<file path="config.mk">
export PLATFORM = sky130hd
export DESIGN_NAME = dual_parity_cmp
export DESIGN_NICKNAME = d
export VERILOG_FILES = /design/src/rtl/dpc_pkg.sv /design/src/rtl/parity_half.sv /design/src/rtl/word_cmp.sv /design/src/rtl/parity_chain.sv /design/src/rtl/out_stage.sv /design/src/rtl/dual_parity_cmp.sv
export SDC_FILE = /design/constraint.sdc
export NUM_CORES = 1
export LEC_CHECK = 0
export ABC_AREA = 1
export BUFFER_PORTS_ARGS = -buffer_cell sky130_fd_sc_hd__buf_2
export CORE_UTILIZATION = 47
export CTS_BUF_LIST = sky130_fd_sc_hd__clkbuf_8 sky130_fd_sc_hd__clkbuf_16
export DETAILED_ROUTE_END_ITERATION = 8
export PLACE_DENSITY = 0.85
export SYNTH_ARGS = -nofsm -noshare
export SYNTH_HDL_FRONTEND = slang
export SYNTH_SLANG_ARGS = --single-unit
</file>
<file path="constraint.sdc">
create_clock -name clk_i -period 0.95 [get_ports clk_i]
set_input_delay 0.1425 -clock clk_i [delete_from_list [all_inputs] [get_ports clk_i]]
set_output_delay 0.1425 -clock clk_i [all_outputs]
set_load 0.05 [all_outputs]
</file>
<file path="src/rtl/dpc_pkg.sv">
package dpc_pkg;
  localparam int unsigned HALF_W = 8;
  localparam int unsigned OUT_W  = 4;
  typedef struct packed {
    logic wide_par;
    logic mismatch;
    logic b_par;
    logic a_par;
  } dpc_out_t;
endpackage

</file>
<file path="src/rtl/parity_half.sv">
module parity_half #(
  parameter int unsigned W = 8
) (
  input  logic [W-1:0] data_i,
  input  logic         exp_i,
  output logic         even_o
);
  assign even_o = ~^{data_i, exp_i};
endmodule

</file>
<file path="src/rtl/word_cmp.sv">
module word_cmp #(
  parameter int unsigned W = 8
) (
  input  logic [W-1:0] a_i,
  input  logic [W-1:0] b_i,
  output logic         miss_o
);
  localparam int unsigned PAIRS = W / 2;
  logic [W-1:0] word_x, word_y;

  // half a fills the low word bits, half b the high ones
  for (genvar i = 0; i < PAIRS; i++) begin : g_pair
    assign word_x[i]         = a_i[2*i];
    assign word_y[i]         = a_i[2*i+1];
    assign word_x[PAIRS + i] = b_i[2*i];
    assign word_y[PAIRS + i] = b_i[2*i+1];
  end

  assign miss_o = |(word_x ^ word_y);
endmodule

</file>
<file path="src/rtl/parity_chain.sv">
module parity_chain #(
  parameter int unsigned N = 32,
  parameter int unsigned W = 8
) (
  input  logic [N-1:0] data_i,
  output logic         even_o
);
  localparam int unsigned STAGES = (N + W - 1) / W;
  localparam int unsigned PAD_W  = STAGES * W;
  // each stage flips polarity; odd stage count leaves the even flag intact
  localparam bit          FLIP   = (STAGES % 2) == 0;

  logic [PAD_W-1:0] padded;
  logic [STAGES:0]  link;

  assign padded  = PAD_W'(data_i);
  assign link[0] = 1'b0;

  for (genvar k = 0; k < STAGES; k++) begin : g_stage
    parity_half #(.W(W)) u_half (
      .data_i (padded[k*W +: W]),
      .exp_i  (link[k]),
      .even_o (link[k+1])
    );
  end

  assign even_o = FLIP ? ~link[STAGES] : link[STAGES];
endmodule

</file>
<file path="src/rtl/out_stage.sv">
module out_stage #(
  parameter int unsigned WIDTH = 4,
  parameter bit          REG   = 1'b1
) (
  input  logic             clk_i,
  input  logic             rst_ni,
  input  logic [WIDTH-1:0] d_i,
  output logic [WIDTH-1:0] q_o
);
  if (REG) begin : g_reg
    always_ff @(posedge clk_i or negedge rst_ni) begin
      if (!rst_ni) q_o <= '0;
      else         q_o <= d_i;
    end
  end else begin : g_comb
    assign q_o = d_i;
  end
endmodule

</file>
<file path="src/rtl/dual_parity_cmp.sv">
module dual_parity_cmp
  import dpc_pkg::*;
#(
  parameter int unsigned WIDE_N  = 32,
  parameter bit          REG_OUT = 1'b1
) (
  input  logic              clk_i,
  input  logic              rst_ni,
  input  logic [HALF_W-1:0] a_data_i,
  input  logic              a_exp_i,
  input  logic [HALF_W-1:0] b_data_i,
  input  logic              b_exp_i,
  input  logic [WIDE_N-1:0] wide_data_i,
  output logic              a_par_o,
  output logic              b_par_o,
  output logic              mismatch_o,
  output logic              wide_par_o
);
  dpc_out_t nxt, cur;

  parity_half #(.W(HALF_W)) u_half_a (
    .data_i (a_data_i), .exp_i (a_exp_i), .even_o (nxt.a_par)
  );
  parity_half #(.W(HALF_W)) u_half_b (
    .data_i (b_data_i), .exp_i (b_exp_i), .even_o (nxt.b_par)
  );
  word_cmp #(.W(HALF_W)) u_cmp (
    .a_i (a_data_i), .b_i (b_data_i), .miss_o (nxt.mismatch)
  );
  parity_chain #(.N(WIDE_N), .W(HALF_W)) u_chain (
    .data_i (wide_data_i), .even_o (nxt.wide_par)
  );
  out_stage #(.WIDTH(OUT_W), .REG(REG_OUT)) u_out (
    .clk_i (clk_i), .rst_ni (rst_ni), .d_i (nxt), .q_o (cur)
  );

  assign a_par_o    = cur.a_par;
  assign b_par_o    = cur.b_par;
  assign mismatch_o = cur.mismatch;
  assign wide_par_o = cur.wide_par;

  if (REG_OUT) begin : g_chk
    logic armed_q;
    always_ff @(posedge clk_i or negedge rst_ni) begin
      if (!rst_ni) armed_q <= 1'b0;
      else         armed_q <= 1'b1;
    end

    assert_exp_flip_R2: assert property (@(posedge clk_i) disable iff (!rst_ni)
      (armed_q && $stable(a_data_i) && (a_exp_i != $past(a_exp_i)))
      |=> (a_par_o != $past(a_par_o)));

    assert_half_indep_R3: assert property (@(posedge clk_i) disable iff (!rst_ni)
      (armed_q && $stable(a_data_i) && $stable(a_exp_i)) |=> $stable(a_par_o));

    assert_pair_low_R4: assert property (@(posedge clk_i) disable iff (!rst_ni)
      (a_data_i[0] != a_data_i[1]) |=> mismatch_o);

    assert_pair_high_R4: assert property (@(posedge clk_i) disable iff (!rst_ni)
      (b_data_i[6] != b_data_i[7]) |=> mismatch_o);

    assert_cmp_no_exp_R5: assert property (@(posedge clk_i) disable iff (!rst_ni)
      (armed_q && $stable(a_data_i) && $stable(b_data_i)) |=> $stable(mismatch_o));

    assert_wide_hold_R7: assert property (@(posedge clk_i) disable iff (!rst_ni)
      (armed_q && $stable(wide_data_i)) |=> $stable(wide_par_o));
  end
endmodule

</file>
# ---- Yosys cells after proc, flatten, opt, wreduce, memory -nomap -nowiden
# Index checks and enable logic that the tools add are counted.
dict set report op_classes {
  n_bitwise 2
  reduce_logical 7
}
# operator count
set ops {}
lappend ops {{$reduce_xnor 9->1} 6}
lappend ops {{$reduce_or 8->1} 1}
lappend ops {{$xor 8x8->8} 1}
lappend ops {{$not 1->1} 1}
dict set report totals {
  regBits 4
  output_inout_bits 4
}

# ---- Longest topological paths before layout
dict set report depth {
  ltp_word 5
  depth_mapped 15
  ltp_nobuf 15
}

# ---- By module
# A second synthesis with hierarchy kept.
dict set report hier_totals {
  cells_unflattened 255
  area_unflattened_um2 1149.9
}
# module n_inst cells_per_inst area_each_um2 seq_area_each_um2
set by_module_without_submodules {}
lappend by_module_without_submodules {parity_half 6 37 152.6 0.0}
lappend by_module_without_submodules {word_cmp 1 27 126.4 0.0}
lappend by_module_without_submodules {out_stage 1 4 100.1 100.1}
lappend by_module_without_submodules {parity_chain 1 2 7.5 0.0}

# ---- Worst setup path after synthesis
# No wires, ideal clock.
dict set report synth_path {
  kind {input port to flip-flop}
  from {input wide_data_i[6]}
  to {register u_out.q_o[3]}
  t_arrival_ps 890
  t_required_ps 837
  slack_ps -53
  path_stages 12
  cell_sequence {nor2_1 -> inv_1 -> nand2_1 -> nand2_1 -> nand2_2 -> nand2_1 -> nand3_2 -> nand3_1 -> nand2_1 -> nand2_1 -> nand2_1 -> inv_1}
}
dict set report synth_via {
  elab_chain_len 5
}
# item line
set synth_lines {}
lappend synth_lines {{from (decl)} dual_parity_cmp.sv:13} ;# input logic [WIDE_N-1:0] wide_data_i,
lappend synth_lines {{$reduce_xnor 9->1 (4 in a row)} parity_half.sv:8} ;# assign even_o = ~^{data_i, exp_i};
lappend synth_lines {{$not 1->1} parity_chain.sv:27} ;# assign even_o = FLIP ? ~link[STAGES] : link[STAGES];
lappend synth_lines {{via u_chain.even_o} parity_chain.sv:6} ;# output logic even_o
lappend synth_lines {{to (signal assigned)} out_stage.sv:13} ;# else q_o <= d_i;
lappend synth_lines {{to (decl)} out_stage.sv:8} ;# output logic [WIDTH-1:0] q_o
# The timed path passes the listed nets, and every way through them passes these cells.

# ---- Final worst setup path
dict set report layout_path {
  from {input wide_data_i[4]}
  to {register u_out.q_o[3]}
}
# Same word-level chain as after synthesis.

==> results.json <==
{
  "ir_drop_uv": 1020,
  "grt_pass1_vias": 1016,
  "antenna_left": 0,
  "layout_common_cells": "nand2_1, buf_2, inv_1",
  "top_register": "u_out.q_o",
  "top_layer_used": "met4",
  "place_area_sq_mm": 0.00133,
  "p_leak_nw": 0.941,
  "reg_top3": "u_out.q_o (4)",
  "wl_met2_microns": 1490,
  "tns_ns": -0.144,
  "clockRootBuffer": "clkbuf_8",
  "track_usage_pct": 20.5,
  "initial_core_util_pct": 52.5,
  "crit_start": "wide_data_i[4]",
  "cts-htree-levels": 1,
  "violations": "setup timing",
  "crit_cells": 14,
  "dp_hpwl_microns": 1670,
  "arrival_ns": 1.16,
  "cp.required_ns": 1.06,
  "gp_congestion": 0.709,
  "slowest_delay_ns": 0.13,
  "synth_area_per_cell_sq_um": 5.46,
  "setup_ws_ns": -0.0980,
  "hold_path.class": "in2async",
  "cts_buffers": 3,
  "critPathCaptureType": "register",
  "clock_path_buffers": 2,
  "top_level_ports": 56,
  "fin_crit_sh_pct": 110,
  "syn_nets": 227,
  "coreArea_sq_mm": 0.00182,
  "drcViolationCount": 0,
  "largest_reg_flops": 4,
  "antenna_cells": 0,
  "worst_path_max_delay_cell": "buf_2",
  "dr_wl_met3_microns": 90,
  "wl_per_cell_microns": 9.93,
  "met1_length_microns": 1020,
  "worstSetupEndpoint": "u_out.q_o[3]",
  "drt_iter0_markers": 9,
  "path_buf_inv": 3,
  "fin_nets": 294,
  "rsz0062_at_grt": "true",
  "setup_viol": 2,
  "clk_pin_slew_ns": 0.03,
  "finalPower_w": 0.00170,
  "num_vias": 1218,
  "die_x_microns": 47.1,
  "syn_area_sq_um": 956,
  "p_per_area_mw_per_mm2": 1110,
  "antenna_found_initial": 0,
  "syn_to_final_growth_pct": 61.3,
  "syn_inst": 175,
  "fmax_ghz": 0.954,
  "cp_max_fo": 3,
  "critPathTopFamily": "simple AND/OR/NAND/NOR gates",
  "fin_crit_ns": 1.05,
  "status": "finished, violations left",
  "io_buffers": 55,
  "layout-drive-gt1-share_pct": 46.7,
  "final_common_cell": "nand2_1",
  "cts_tree": "done",
  "slew_violations": 0,
  "max-slew-margin-rel_pct": 83.5,
  "yosys_warnings": 0,
  "tightestPinTransition_ns": 0.249,
  "die-area_sq_mm": 0.00222,
  "grt_max_degree": 5,
  "worstSetupPathType": "in2reg",
  "vias_per_cell": 4.60,
  "yosysSeqAreaShare_pct": 10.5,
  "grt_pass1_wl_microns": 3300,
  "gr-total-overflow": 0,
  "finalHoldViolCount": 0,
  "max_cap_viol_count": 0,
  "dr.pass1.iters": 4,
  "dieHeight_microns": 47.1,
  "ys_seq_elements": 4,
  "path_cells": "buf_2 > inv_1 > nand2_1 > nand2_2 > nand2_2 > nand2_2 > nand2_1 > nand3_2 > nand2_2 > nand2_2 > nand2_1 > nand2_1 > nand2_1 > inv_1",
  "row_count": 15,
  "final_area_sq_mm": 0.00154,
  "startpoint_type": "input port",
  "synth_cell_types": 14,
  "clock-sinks": 4,
  "wl_microns": 2630
}
what timing repair did:
action                                 CTS  global route
gates resized for setup                  8            43
setup buffers                            0             0
endpoints found under the hold margin    4             0
setup endpoints to repair                1             5
pin swaps                                4            29
hold buffers                             1             0
per-layer routing:
metal,global-route usage [%],vias up
met5,0,-
met4,9.71,0
met3,1.54,4
met2,44.7,33
met1,17.9,546
li1,-,635
power by group:
part           leakage [nW]  total, W  internal, W  switching, W
registers            0.0435  0.000239     0.000227     0.0000119
logic                 0.876   0.00111     0.000436      0.000672
clock network        0.0216  0.000358     0.000270     0.0000875
total                 0.941   0.00170     0.000933      0.000771
metrics by stage:
| step | util, % | instances | hold WS (ns) | setup WS (ns) |
|---|---|---|---|---|
| floorplan | - | 175 | -0.153 | -0.0446 |
| global placement | 73.1 | 261 | -0.0522 | -0.221 |
| detailed placement | 73.1 | 261 | -0.0513 | -0.260 |
| CTS | 77.3 | 265 | 0.256 | -0.0259 |
| global route | 84.7 | 265 | 0.286 | -0.186 |
| finish | 84.7 | 265 | 0.259 | -0.0980 |
cells in the mapped netlist:
master    instances  area (sq um)
nor2_1            7          26.3
xnor2_1          20           175
nand2_1          73           274
nand3b_1          1          7.51
inv_1            35           131
nor2_2            3          18.8
dfrtp_1           4           100
inv_2             2          7.51
nand3_2           3          30.0
nand4_1           1          6.26
xor2_1            9          78.8
nand3_1           6          30.0
or4_1             1          7.51
nand2_2          10          62.6
worst min-delay path by stage:
stage	from	end	slack (ns)	cells after the start
2_1_floorplan	rst_ni	u_out.q_o[0]	-0.15	0
3_3_place_gp	rst_ni	u_out.q_o[1]	-0.05	1
3_5_place_dp	rst_ni	u_out.q_o[2]	-0.05	1
4_1_cts	rst_ni	u_out.q_o[2]	0.26	2
5_1_grt	rst_ni	u_out.q_o[2]	0.29	2
6_report	rst_ni	u_out.q_o[2]	0.26	2
final cells by class:
cell class,instances,area [sq um]
multi-input combinational,134,832
timing repair buffer,62,393
fill,120,279
inverter,37,144
sequential,4,100
clock buffer,3,41.3
tap,25,31.3
cells by family (layout without fill, tap and decap cells):
family        after synthesis  in the layout  share of synthesized area (%)
xor+xnor                   29             29                           26.6
buf+inv                    37            102                           14.5
simple gates              105            105                           48.4
flops                       4              4                           10.5
No activity file was read; power rests on OpenSTA's default activity.
